==> config.mk <==
export PLATFORM = sky130hd
export DESIGN_NAME = pscd_bank
export DESIGN_NICKNAME = d
export VERILOG_FILES = /design/src/rtl/pscd_pkg.sv /design/src/rtl/pscd_count_core.sv /design/src/rtl/pscd_half_ext.sv /design/src/rtl/pscd_out_sel.sv /design/src/rtl/pscd_bank.sv
export SDC_FILE = /design/constraint.sdc
export NUM_CORES = 1
export LEC_CHECK = 0
export BUFFER_PORTS_ARGS = -buffer_cell sky130_fd_sc_hd__buf_2
export CORE_MARGIN = 3
export CORE_UTILIZATION = 30
export DETAILED_ROUTE_END_ITERATION = 8
export GPL_ROUTABILITY_DRIVEN = 0
export GPL_TIMING_DRIVEN = 0
export PLACE_DENSITY = 0.48
export SYNTH_ARGS = -nofsm -noshare
export SYNTH_HDL_FRONTEND = slang
export SYNTH_HIERARCHICAL = 1
export SYNTH_SLANG_ARGS = --single-unit
==> constraint.sdc <==
create_clock -name clk -period 9.35 [get_ports clk]
set_clock_uncertainty 0.05 [all_clocks]
set_input_delay 0.4675 -clock clk [delete_from_list [all_inputs] [get_ports clk]]
set_output_delay 0.4675 -clock clk [all_outputs]
set_load 0.02 [all_outputs]
==> src/rtl/pscd_pkg.sv <==
// Shared types for the post-scale divider bank.
package pscd_pkg;

    // Output phase of one divide counter.
    typedef enum logic {
        PH_LOW  = 1'b0,
        PH_HIGH = 1'b1
    } phase_e;

endpackage

==> src/rtl/pscd_count_core.sv <==
// Divide counter core for one stage.
// Counts input events (tick) in the source-clock domain. The stage stays high
// for the latched high count and low for the latched low count. A count of 0
// wraps so that it means 2**CNT_W.
// Assumes: tick is a one-cycle-wide qualifier synchronous to clk. Settings are
// sampled only at the start of a high phase.
module pscd_count_core
    import pscd_pkg::*;
#(
    parameter int CNT_W = 8
) (
    input  logic             clk,
    input  logic             rst_n,
    input  logic             tick,
    input  logic [CNT_W-1:0] hi_set,
    input  logic [CNT_W-1:0] lo_set,
    input  logic             half_set,
    output logic             div_q,
    output logic             rise,
    output logic             half_lat,
    output logic [CNT_W-1:0] hi_lat
);

    localparam logic [CNT_W-1:0] ONE = CNT_W'(1);

    phase_e           phase;
    logic             fresh;
    logic [CNT_W-1:0] cnt;
    logic [CNT_W-1:0] lo_lat;
    logic [CNT_W-1:0] hi_last;
    logic [CNT_W-1:0] lo_last;
    logic             start_hi;
    logic             end_hi;

    // Terminal values; a zero count wraps to all ones, giving 2**CNT_W events.
    assign hi_last = hi_lat - ONE;
    assign lo_last = lo_lat - ONE;

    // A high phase starts from low, on the first event after reset or when the low count runs out.
    assign start_hi = rst_n && tick && (phase == PH_LOW) && (fresh || (cnt == lo_last));

    // A high phase ends when the high count runs out.
    assign end_hi = tick && (phase == PH_HIGH) && (cnt == hi_last);

    // Phase, count and latched settings.
    always_ff @(posedge clk) begin
        if (!rst_n) begin
            phase    <= PH_LOW;
            fresh    <= 1'b1;
            cnt      <= '0;
            hi_lat   <= '0;
            lo_lat   <= '0;
            half_lat <= 1'b0;
        end else if (start_hi) begin
            phase    <= PH_HIGH;
            fresh    <= 1'b0;
            cnt      <= '0;
            hi_lat   <= hi_set;
            lo_lat   <= lo_set;
            half_lat <= half_set;
        end else if (end_hi) begin
            phase <= PH_LOW;
            cnt   <= '0;
        end else if (tick) begin
            cnt <= cnt + ONE;
        end
    end

    assign div_q = (phase == PH_HIGH);
    assign rise  = start_hi;

endmodule

==> src/rtl/pscd_half_ext.sv <==
// Half-cycle extender.
// A falling-edge register follows the divided output, so that when enabled
// the high phase lasts half a source period longer.
// Assumes: div_q comes from a rising-edge register on the same clk, and every
// low phase lasts at least one source cycle.
module pscd_half_ext (
    input  logic clk,
    input  logic rst_n,
    input  logic en,
    input  logic div_q,
    output logic ext_out
);

    logic trail_q;

    // Falling-edge copy of the divided output.
    always_ff @(negedge clk) begin
        if (!rst_n) begin
            trail_q <= 1'b0;
        end else begin
            trail_q <= div_q;
        end
    end

    // The copy only lengthens a high phase; it never starts one.
    assign ext_out = div_q | (en & trail_q);

endmodule

==> src/rtl/pscd_out_sel.sv <==
// Output selector for one stage.
// In bypass, the stage's input clock and its event pulse pass straight through.
// Otherwise the divided clock and the stage's own high-start pulse go out.
// Assumes: in_clk and tick belong to the same input (source or previous stage).
module pscd_out_sel (
    input  logic bypass,
    input  logic in_clk,
    input  logic tick,
    input  logic div_out,
    input  logic rise_core,
    output logic clk_o,
    output logic rise_o
);

    // Clock and event forwarding.
    always_comb begin
        if (bypass) begin
            clk_o  = in_clk;
            rise_o = tick;
        end else begin
            clk_o  = div_out;
            rise_o = rise_core;
        end
    end

endmodule

==> src/rtl/pscd_bank.sv <==
// Cascadable post-scale divider bank (top).
// NUM_STAGES counters share the source clock. A stage n >= 1 may count rising-edge
// events of stage n-1 instead of source cycles, so that the ratios multiply.
// Assumes: every counter runs on clk; cascading uses a one-cycle event pulse,
// not a derived clock. The half step applies only to stages fed by the source.
module pscd_bank #(
    parameter int NUM_STAGES = 5,
    parameter int CNT_W      = 8
) (
    input  logic                        clk,
    input  logic                        rst_n,
    input  logic [NUM_STAGES*CNT_W-1:0] hi_cnt,
    input  logic [NUM_STAGES*CNT_W-1:0] lo_cnt,
    input  logic [NUM_STAGES-1:0]       half_en,
    input  logic [NUM_STAGES-1:0]       casc_sel,
    input  logic [NUM_STAGES-1:0]       bypass,
    output logic [NUM_STAGES-1:0]       clk_out
);

    logic                        stage_tick [NUM_STAGES];
    logic                        stage_inclk[NUM_STAGES];
    logic                        stage_rise [NUM_STAGES];
    logic                        stage_clk  [NUM_STAGES];
    logic                        use_casc   [NUM_STAGES];
    logic [NUM_STAGES-1:0]       div_vec;
    logic [NUM_STAGES-1:0]       core_rise_vec;
    logic [NUM_STAGES-1:0]       rise_vec;
    logic [NUM_STAGES*CNT_W-1:0] hi_lat_flat;

    for (genvar i = 0; i < NUM_STAGES; i++) begin : g_stage
        logic             div_q;
        logic             rise_core;
        logic             half_lat;
        logic             div_ext;
        logic [CNT_W-1:0] hi_lat;

        // Input selection: stage 0 is always fed by the source.
        if (i == 0) begin : g_first
            assign use_casc[i]    = 1'b0;
            assign stage_tick[i]  = 1'b1;
            assign stage_inclk[i] = clk;
        end else begin : g_chain
            assign use_casc[i]    = casc_sel[i];
            assign stage_tick[i]  = casc_sel[i] ? stage_rise[i-1] : 1'b1;
            assign stage_inclk[i] = casc_sel[i] ? stage_clk[i-1] : clk;
        end

        pscd_count_core #(
            .CNT_W(CNT_W)
        ) u_core (
            .clk     (clk),
            .rst_n   (rst_n),
            .tick    (stage_tick[i]),
            .hi_set  (hi_cnt[i*CNT_W +: CNT_W]),
            .lo_set  (lo_cnt[i*CNT_W +: CNT_W]),
            .half_set(half_en[i]),
            .div_q   (div_q),
            .rise    (rise_core),
            .half_lat(half_lat),
            .hi_lat  (hi_lat)
        );

        pscd_half_ext u_ext (
            .clk    (clk),
            .rst_n  (rst_n),
            .en     (half_lat & ~use_casc[i]),
            .div_q  (div_q),
            .ext_out(div_ext)
        );

        pscd_out_sel u_sel (
            .bypass   (bypass[i]),
            .in_clk   (stage_inclk[i]),
            .tick     (stage_tick[i]),
            .div_out  (div_ext),
            .rise_core(rise_core),
            .clk_o    (stage_clk[i]),
            .rise_o   (stage_rise[i])
        );

        // Flat views for the ports and the bound checker.
        assign clk_out[i]                    = stage_clk[i];
        assign div_vec[i]                    = div_q;
        assign core_rise_vec[i]              = rise_core;
        assign rise_vec[i]                   = stage_rise[i];
        assign hi_lat_flat[i*CNT_W +: CNT_W] = hi_lat;
    end

endmodule

==> flow_results.org, run 1 <==
** Critical path
- The cell family contributing the most delay on the critical path is multiplexers.
- Crit path max-delay cell type :: mux2_4
- Data on the critical path is required at its endpoint by 8.83 ns.
- Kind of capture point of the worst setup path :: output pin
- Most repeated library cell on the critical path :: mux2_4
- Buffers and inverters on the worst path :: 4
- Counting cells, the worst reg-to-reg path comes to 48.
- Across all register-to-register paths, the minimum setup slack is 0.52 ns.
- Total number of cells along the worst setup path :: 14
- Of all nets on the critical path, the largest fanout is 2.
- In this run the critical register-to-register path is captured at g_stage[4].u_core/cnt[1].
- Walking the worst path, the cells encountered are a21o_1, mux2_4, clkbuf_16, mux2_4, mux2_4, clkbuf_16, mux2_4, mux2_4, clkbuf_16, mux2_4, mux2_4, mux2_4, mux2_4, buf_6.
- In this run the worst setup path terminates at clk_out[4].
- The largest single stage delay on the critical path is 0.29 ns.
- Reg-to-reg critical path startpoint :: g_stage[0].u_core/lo_lat[2]
- Launch point of the critical path :: g_stage[0].u_ext/trail_q
- The critical path is of the register to output pin type.
- For the worst setup path, the data arrival time is 8.65 ns.
- Worst Setup Start Kind :: register

** Global route
- The number of antenna violations at the first check in global routing is 2.
- Global routing used 14.03% of the available tracks.
- The total overflow left after global routing is 0.
- The number of global-route vias before repair is 6909.
- Entering global routing, the biggest net connects 17 pins.
- The first global-routing pass estimated 33.78 mm of wire.

** Timing
- Hold is met by 0.1090 ns.
- Setup violations remaining at the end of the flow were counted as 0.
- Worst Setup Slack, final :: 0.1862 ns
- In this run the tightest slew margin relative to its limit is 55.97%.
- The final count of hold timing violations is 0.
- The number of max-slew violations in the final report is 0.
- At the pin with the least slew margin, the transition time is 0.6576 ns.

** Floorplanning
- In this run the vertical extent of the chip is 175.1 um.
- Die Width :: 175.1 um
- During I/O placement, the number of pins put on the boundary was 102.
- Die area :: 30670 sq um
- After floorplanning, the core was divided into 61 placement rows.
- Floorplan core area :: 28010 sq um
- Once the floorplan was initialized, standard cells occupied 30.63% of the core.

** Clocking
- TritonCTS built the clock tree.
- The later pin in the worst-skew pair is clocked with a latency of 0.53 ns.
- After clock tree synthesis, the clock-pin slew on the worst setup and hold paths is 0.07 ns.

** Layout
- N_diodes :: 0
- Once layout is complete, the cells apart from fillers number 1508.
- Relative to the synthesized area, the layout overhead comes to 23.69%.
- Fraction of layout instances using a drive strength above 1 :: 20.27%
- Net count, final :: 1224
- Final design area excluding fillers :: 10610 sq um
- Util after Layout :: 37.89%

** Power
- Cell-internal power :: 1.544 mW
- Clock group share of total power :: 45.8%
- Per report_power, the combinational group accounts for 21.2% of the total.
- Across the VDD grid, the largest voltage drop is 0.0001186 V.
- For this design the ratio of total power to cell area is 209.4 nW/um^2.
- Of the total power, registers draw 33.0%.
- The analysis attributes to cell leakage a power of 5.214 nW.
- Switching power of the nets :: 0.6782 mW
- Proportion of total power due to net switching :: 30.52%

** Place
- In this run, placement finished with an instance count of 1453.
- Before CTS, the worst setup slack after placement is -0.7154 ns.
- The placed instances occupy a cell area of 9558 sq um.
- Port buffer count :: 100
- Summed over all nets, the half-perimeter wirelength after detailed placement is 14.30 mm.

** Drt
- The pre-antenna-repair detailed-routing pass consisted of 4 iterations.
- Number of vias per cell :: 4.553
- Drc violations :: 0
- The final route contains 6866 vias.
- First-iteration detailed-routing DRC count :: 290
- Count of nets left with antenna violations after detail routing :: 0
- After detailed routing, the total wire length is 20.27 mm.
- In the final routed layout, each cell accounts on average for 13.44 um.

** Run status
- Result of the run :: finished clean

** Run
- The tool flagged a number of max-cap violations equal to 0.

** Yosys
- Yosys warning count :: 6
- Mean instance size in the synthesized netlist :: 8.810 sq um
- Gate Count Post-Synth :: 974
- The mapped netlist covers 8581 sq um.

** Hold path
- Worst min-delay path category :: input pin to register
power groups by stage:
stage	clock (mW)	sequential (mW)	combinational, mW
finish	1.02	0.734	0.471
global route	1.09	0.746	0.531
CTS	1.07	0.734	0.473
detailed placement	0.0648	0.746	0.468
global placement	0.0648	0.745	0.464
floorplan	0.0566	0.726	0.382
area by class of cell:
class	instances	area, sq um
buffer	44	354.1
clock buffer	47	884.6
clock inverter	19	142.6
fill	2899	17400
inverter	120	450.4
multi-input combinational	665	5030
sequential	140	2804
tap	378	473.0
timing repair buffer	95	475.5
worst min-delay path by stage:
| stage | slack, ns | depth (start not counted) | startpoint | endpoint |
|---|---|---|---|---|
| after floorplan | 0.38 | 2 | g_stage[1].u_core/half_lat | g_stage[1].u_core/half_lat |
| after global placement | 0.40 | 2 | g_stage[1].u_core/half_lat | g_stage[1].u_core/half_lat |
| after detailed placement | 0.40 | 2 | g_stage[3].u_core/half_lat | g_stage[3].u_core/half_lat |
| after CTS | 0.08 | 3 | lo_cnt[39] | g_stage[4].u_core/lo_lat[7] |
| after global routing | 0.09 | 3 | lo_cnt[37] | g_stage[4].u_core/lo_lat[5] |
| final | 0.11 | 3 | lo_cnt[39] | g_stage[4].u_core/lo_lat[7] |
flip-flops by register name, summed over array words and instances, names as in the netlist:
signal	cells
g_stage.u_core/cnt	40
g_stage.u_core/div_q	5
g_stage.u_core/fresh	5
g_stage.u_core/half_lat	5
g_stage.u_core/hi_lat	40
g_stage.u_core/lo_lat	40
g_stage.u_ext/trail_q	5
worst register-to-register path: cells and delay by family (launching register included):
family	cells	cell delay, ns
buf+inv	21	2.59
simple gates	16	3.14
compound gates	7	1.98
mux	4	0.57
flops	1	0.36
routing by layer:
metal	wire, um	GRT usage, %	up-vias
met5	22	0	-
li1	-	-	3561
met4	488	8.045	4
met2	9039	21.27	121
met1	9922	17.33	3140
met3	796	4.759	40
metrics by stage:
stage / total power, mW / TNS [ns]
floorplan: 1.164 / 0
global placement: 1.274 / -16.79
detailed placement: 1.279 / -17.33
CTS: 2.279 / -0.01929
global route: 2.368 / -0.01564
finish: 2.222 / 0
placed cells by master (no fill, tap or decap), types with 5 or more instances in the layout:
master / instances
a21o_1: 5
a21oi_1: 9
a31oi_1: 9
and2_1: 5
and3_1: 16
and3b_1: 5
and4b_1: 33
buf_12: 8
buf_2: 102
buf_4: 5
buf_6: 7
clkbuf_1: 29
clkbuf_16: 32
clkinv_2: 5
dfxtp_1: 139
ha_1: 15
inv_1: 118
inv_2: 7
mux2_2: 9
mux2_4: 9
mux2i_1: 90
nand2_1: 119
nand2b_1: 8
nand3_1: 14
nand4_1: 28
nor2_1: 28
nor2_2: 9
nor2b_1: 6
nor3_1: 14
nor3b_1: 11
nor4_1: 9
o21ai_0: 22
o21ai_1: 9
or4_1: 6
xnor2_1: 76
xor2_1: 47
what timing repair did:
| item | in CTS | in global routing |
|---|---|---|
| setup buffers | 4 | 0 |
| endpoints found under the setup margin | 28 | 27 |
| gates resized for setup | 10 | 14 |
| hold buffers | 0 | 0 |
| pin swaps | 0 | 1 |
Power figures use the tool's default switching activity.
==> run 2: changes to the inputs <==
CORE_UTILIZATION = 29   (was 30)
PLACE_DENSITY = 0.46   (was 0.48)
==> run 2 against run 1 <==
Compared with the run above:
- combinational power hardly changed
- first-iteration DRC count is 8.3% higher
- total power is 2.1% higher
- cell count is 0.46% higher
- worst setup slack worse by 0.067 ns
- critical path depth stayed put
- largest cell class unchanged
- largest power group unchanged
==> flow_results.org, run 2 (synthesis results as in run 1) <==
** Run status
- The run finished with clean final reports.

** Power
- Pwr Total :: 2.268 mW (+2.1%)
- The leakage power was 5.240 nW (+0.51%).
- P per Cell Area :: 212.7 nW/um^2 (+1.6%)
- The worst IR drop on VDD was 0.0001433 V (+21%).

** Layout
- The library cell used most frequently in the layout, excluding fill and tap cells, is dfxtp_1.
- The fraction of final layout cells sized beyond drive strength 1 is 20.25% (about the same).
- Number of cells in the finished layout apart from fillers :: 1515 (+0.46%)
- Top library cells by usage in the layout, fill and taps aside :: 140 x dfxtp_1, 119 x nand2_1, 118 x inv_1
- Final design area excluding fillers :: 10660 sq um (+0.46%)
- Compared with the post-synthesis result, the final layout area differs by 24.26%.
- N_diodes :: 0 (unchanged)
- The final net count came to 1226 (+0.16%).
- In the final layout, the registers with the most flip-flops are g_stage.u_core/cnt: 40 flops, g_stage.u_core/hi_lat: 40 flops, g_stage.u_core/lo_lat: 40 flops.
- Util after Layout :: 36.85% (-1.0 points)

** Drt
- Drc violations :: 0 (unchanged)
- The number of nets still failing antenna checks after routing is 0 (unchanged).
- The wire length after detailed routing came to 20.64 mm (+1.8%).
- The post-detailed-route wirelength per cell came to 13.63 um (+1.4%).
- First-pass detailed-route iteration total :: 6 (+2)
- The overall via count from detail_route is 6863 (-0.044%).
- First-iteration detailed-routing DRC count :: 314 (+8.3%)
- The via-per-instance ratio came to 4.530 (-0.51%).

** Clocking
- Clock tree from TritonCTS :: built
- Clock Pin Slew Worst Setup and Hold Paths :: 0.07 ns (about the same)
- The clock insertion delay at the later pin of the skew report is 0.53 ns (about the same).
- Quantity of hold-fixing buffers added after cts :: 0 (unchanged)

** Hold path
- Worst min-delay path category :: input pin to register
- Number of cells on the worst hold path :: 3 (unchanged)

** Global route
- Grt ovf :: 0 (unchanged)
- The global routing usage summed across all routing layers was 13.91% (-0.12 points).
- The wire length of the first global-routing pass was 34.10 mm (+0.94%).
- Largest net degree at the start of global routing :: 17 (unchanged)
- Initial antenna violation count :: 1 (-1)
- Via count of the first global-routing pass :: 6843 (-0.96%)

** Critical path
- Data required time of the critical path :: 8.83 ns (about the same)
- In this run the critical register-to-register path is captured at g_stage[4].u_core/cnt[1].
- The top fanout value on the critical path was 2 (unchanged).
- The reg-to-reg setup timing slack was 0.63 ns (+0.11 ns).
- The endpoint arrival time on the critical path came to 8.71 ns (+0.06 ns).
- Worst Setup Start Kind :: register
- The number of cells traversed by the worst register-to-register path came to 48 (unchanged).
- STA classifies the critical path endpoint as an output pin.
- Launch point of the critical path :: g_stage[0].u_ext/trail_q
- Setup Crit Path Kind :: register to output pin
- Reg-to-reg critical path startpoint :: g_stage[0].u_core/lo_lat[2]
- The most critical setup path has its endpoint at clk_out[4].

** Floorplanning
- Core Rows :: 62 (+1.6%)
- Floorplan core area :: 28940 sq um (+3.3%)
- Number of primary I/O pins :: 102 (unchanged)
- Die Width :: 178.0 um (+1.7%)
- The effective utilization at floorplan was 29.65% (-0.98 points).
- Y dimension of the die :: 178.0 um (+1.7%)
- Die area :: 31690 sq um (+3.3%)

** Timing
- Hold violation count in the final report :: 0 (unchanged)
- The worst hold margin came to 0.1141 ns (+0.005153 ns).
- Headroom to the max-slew limit :: 55.72% (-0.25 points)
- Number of pins with negative max-slew slack in the final report :: 0 (unchanged)
- The actual transition at the worst max-transition pin came to 0.6614 ns (+0.003767 ns).
- The sum of negative setup slack was 0 ns (unchanged).
- Worst Setup Slack, final :: 0.1188 ns (-0.06736 ns)
- The number of setup violations in the final report came to 0 (unchanged).

** Place
- The placed wire-length estimate is 14.42 mm (+0.87%).
- The number of I/O port buffers was 100 (unchanged).
- Pre-CTS setup slack :: -0.7556 ns (-0.04013 ns)
- Cell area after placement :: 9565 sq um (about the same)
- The number of cells in the design after placement came to 1459 (+0.41%).

** Run
- Max-cap violation count :: 0 (unchanged)
==> run 2: where the power goes <==
part           total [mW]  internal (mW)  switching, mW
registers           0.734          0.660         0.0738
logic               0.473          0.243          0.230
clock network        1.06          0.683          0.378
==> run 2: worst min path at each step <==
stage	endpoint	slack, ns	startpoint
after floorplan	g_stage[1].u_core/half_lat	0.38	g_stage[1].u_core/half_lat
after global placement	g_stage[1].u_core/half_lat	0.40	g_stage[1].u_core/half_lat
after detailed placement	g_stage[1].u_core/half_lat	0.40	g_stage[1].u_core/half_lat
after CTS	g_stage[4].u_core/hi_lat[7]	0.09	hi_cnt[39]
after global routing	g_stage[4].u_core/lo_lat[5]	0.10	lo_cnt[37]
final	g_stage[4].u_core/lo_lat[7]	0.11	lo_cnt[39]
==> run 2: cell type report <==
type	count	area [sq um]
repair buffers	97	490.5
well taps	384	480.5
inverters	120	450.4
clock buffers	48	908.4
multi-input cells	665	5021
fillers	2987	18270
clock inverters	17	155.1
flip-flops and latches	140	2803
plain buffers	44	354.1
==> run 2: worst max-delay path, stage by stage (launching register included) <==
cell	delay [ns]
dfxtp_1	0.29
a21o_1	0.17
mux2_4	0.28
mux2_4	0.26
mux2_4	0.28
clkbuf_16	0.14
mux2_4	0.27
mux2_4	0.29
clkbuf_16	0.14
mux2_4	0.26
mux2_4	0.28
clkbuf_16	0.14
mux2_4	0.26
mux2_4	0.27
buf_6	0.13
==> run 2: timing repair <==
action | in CTS | in global routing
gates resized for setup | 10 | 12
setup buffers | 3 | 3
pin swaps | 0 | 3
setup endpoints to repair | 28 | 27
==> run 2: per-layer routing <==
metal  wire length, um  track usage [%]  vias to the layer above
met2              9253            20.44                      125
met5                 7                0                        -
met1             10050            17.75                     3138
met3               821            4.385                       37
li1                  -                -                     3561
met4               512            8.344                        2
==> run 3: changes to the inputs <==
CORE_MARGIN = unset   (was 3)
CORE_UTILIZATION = 20   (was 29)
PLACE_DENSITY = unset   (was 0.46)
PLACE_DENSITY_LB_ADDON = 0.15   (was unset)
clock period = 10.3 ns   (was 9.35 ns; I/O delays follow)
==> run 3 against run 2 <==
Compared with the run above:
- clock power about the same
- die area increased by 38%
- critical path depth increased by 2
- count of clock-buffer cells in the layout increased by 3
- combinational power decreased by 8.9%
- global-route usage decreased by 2.3 points
- routed wire length increased by 12%
- largest power group unchanged
- highest routed layer unchanged
==> flow_results.org, run 3 (synthesis results as in run 1) <==
** Global route
- The number of antenna violations at the first check in global routing is 1 (unchanged).
- Largest net degree at the start of global routing :: 17 (unchanged)
- The leftover overflow at the end of global routing is 0 (unchanged).
- The global routing usage summed across all routing layers is 11.57% (-2.3 points).
- Via count of the first global-routing pass :: 6962 (+1.7%)
- Global-route wire length before repair :: 37.26 mm (+9.3%)

** Critical path
- Crit Path Max Fanout :: 2 (unchanged)
- Flop-to-flop setup slack :: 0.77 ns (+0.14 ns)
- The most critical setup path has its startpoint at g_stage[0].u_ext/trail_q.
- Data required time of the critical path :: 9.74 ns (+0.91 ns)
- The worst setup path is launched from a register.
- By startpoint and endpoint, the worst setup path is classified as register to output pin.
- The number of cells traversed by the worst register-to-register path was 50 (+4.2%).
- The endpoint arrival time on the critical path is 9.48 ns (+0.77 ns).
- The worst setup path is captured at an output pin.
- The startpoint identified for the worst register-to-register timing path is g_stage[0].u_core/lo_lat[0].
- Capture point of the worst reg-to-reg path :: g_stage[4].u_core/cnt[1]
- Following the worst setup path forward leads to its endpoint at clk_out[4].

** Timing
- The actual transition at the worst max-transition pin was 0.6913 ns (+0.02996 ns).
- The worst hold margin was 0.1090 ns (-0.005148 ns).
- The worst max-slew margin expressed relative to the limit came to 53.71% (-2.0 points).
- Setup repair after global routing left no endpoint under its margin.
- Final number of setup-violating endpoints :: 0 (unchanged)
- Number of pins with negative max-slew slack in the final report :: 0 (unchanged)
- The final count of hold timing violations is 0 (unchanged).

** Layout
- N_diodes :: 0 (unchanged)
- From synthesis to final layout, the design area changed by 27.15%.
- The final net count was 1225 (-0.082%).
- Leaving out fill and tap cells, the most frequent cell in the layout is dfxtp_1.
- The fraction of final layout cells sized beyond drive strength 1 was 19.72% (-0.53 points).
- Util after Layout :: 25.89% (-11 points)
- In the layout the commonest cells are 140 x dfxtp_1, 119 x nand2_1, 118 x inv_1.
- Registers with the most flip-flops :: g_stage.u_core/cnt: 40 flops, g_stage.u_core/hi_lat: 40 flops, g_stage.u_core/lo_lat: 40 flops
- The number of filler instances in the final layout came to 4549 (+52%).

** Floorplanning
- The top-level port count was 102 (unchanged).
- The effective utilization at floorplan is 20.37% (-9.3 points).
- The die width was 209.1 um (+17%).
- Die area :: 43740 sq um (+38%)
- Core Rows :: 75 (+21%)
- The height of the die came to 209.1 um (+17%).
- Floorplan core area :: 42130 sq um (+46%)

** Place
- The number of I/O port buffers is 100 (unchanged).
- The placed wire-length estimate is 16.35 mm (+13%).

** Drt
- Via count :: 6915 (+0.76%)
- First-pass detailed-route iteration total :: 4 (-2)
- Wire length per cell :: 13.89 um (+1.9%)
- First-iteration detailed-routing DRC count :: 239 (-24%)
- The wire length after detailed routing was 23.19 mm (+12%).
- Count of nets left with antenna violations after detail routing :: 0 (unchanged)
- The DRC violation count after routing came to 0 (unchanged).
- Number of vias per cell :: 4.141 (-8.6%)

** Power
- P per Cell Area :: 197.3 nW/um^2 (-7.3%)
- The leakage power came to 5.277 nW (+0.69%).
- The overall power after layout was 2.152 mW (-5.1%).
- The worst IR drop on VDD is 0.0001253 V (-13%).

** Run
- The number of maximum-capacitance violations is 0 (unchanged).

** Clocking
- Quantity of hold-fixing buffers added after cts :: 0 (unchanged)
- The clock insertion delay at the later pin of the skew report came to 0.58 ns (+0.05 ns).
- The clock-pin transition on the worst setup and hold timing paths came to 0.07 ns (about the same).
- Clock tree from TritonCTS :: built

** Hold path
- Number of cells on the worst hold path :: 3 (unchanged)
- Worst min-delay path category :: input pin to register

** Run status
- Result of the run :: finished clean
run 3: report_power, final:
group	internal [mW]	switching (mW)
Sequential	0.599	0.0679
Clock	0.698	0.357
Combinational	0.218	0.213
run 3: layout make-up:
cell class / count / area, sq um / share of cell area, %
clock inverters: 16 / 151.4 / 1.388
well taps: 539 / 674.4 / 6.181
repair buffers: 95 / 475.5 / 4.358
multi-input cells: 665 / 4987 / 45.71
plain buffers: 44 / 350.3 / 3.211
inverters: 120 / 450.4 / 4.128
flip-flops and latches: 140 / 2803 / 25.69
clock buffers: 51 / 1018 / 9.335
run 3: metrics by stage:
step | TNS, ns | setup slack [ns] | cell area [sq um] | cells
finish | 0 | 0.2575 | 10910 | 1670
global route | 0 | 0.005053 | 10910 | 1670
CTS | 0 | 0.04149 | 10920 | 1671
detailed placement | -5.249 | -0.2527 | 9759 | 1614
global placement | -3.298 | -0.1710 | 9759 | 1614
floorplan | 0 | 1.503 | 8584 | 975
run 3: per-layer routing:
layer | wire length, um | global-route usage (%) | vias up
met1 | 11440 | 13.87 | 3193
li1 | - | - | 3564
met5 | 11 | 0 | -
met3 | 1008 | 4.914 | 42
met4 | 676 | 8.190 | 2
met2 | 10060 | 16.53 | 114
run 3: worst min-delay path by stage:
stage,start,to
after floorplan,g_stage[1].u_core/half_lat,g_stage[1].u_core/half_lat
after detailed placement,g_stage[4].u_core/half_lat,g_stage[4].u_core/half_lat
after global placement,g_stage[1].u_core/half_lat,g_stage[1].u_core/half_lat
final,hi_cnt[35],g_stage[4].u_core/hi_lat[3]
after global routing,hi_cnt[21],g_stage[2].u_core/hi_lat[5]
after CTS,hi_cnt[35],g_stage[4].u_core/hi_lat[3]
run 3: what timing repair did:
| item | 4_1_cts | 5_1_grt |
|---|---|---|
| setup buffers | 1 | 1 |
| gates resized for setup | 7 | 5 |
| endpoints found under the setup margin | 1 | 27 |
run 3: critical path: stages, from the launching register on:
cell       delay [ns]
dfxtp_1          0.29
a21o_1           0.14
mux2_4           0.28
clkbuf_16        0.14
mux2_4           0.26
mux2_4           0.29
clkbuf_16        0.15
mux2_4           0.26
mux2_4           0.27
clkbuf_16        0.15
clkbuf_16        0.13
mux2_4           0.28
mux2_4           0.28
clkbuf_16        0.14
mux2_4           0.25
mux2_4           0.26
buf_6            0.13
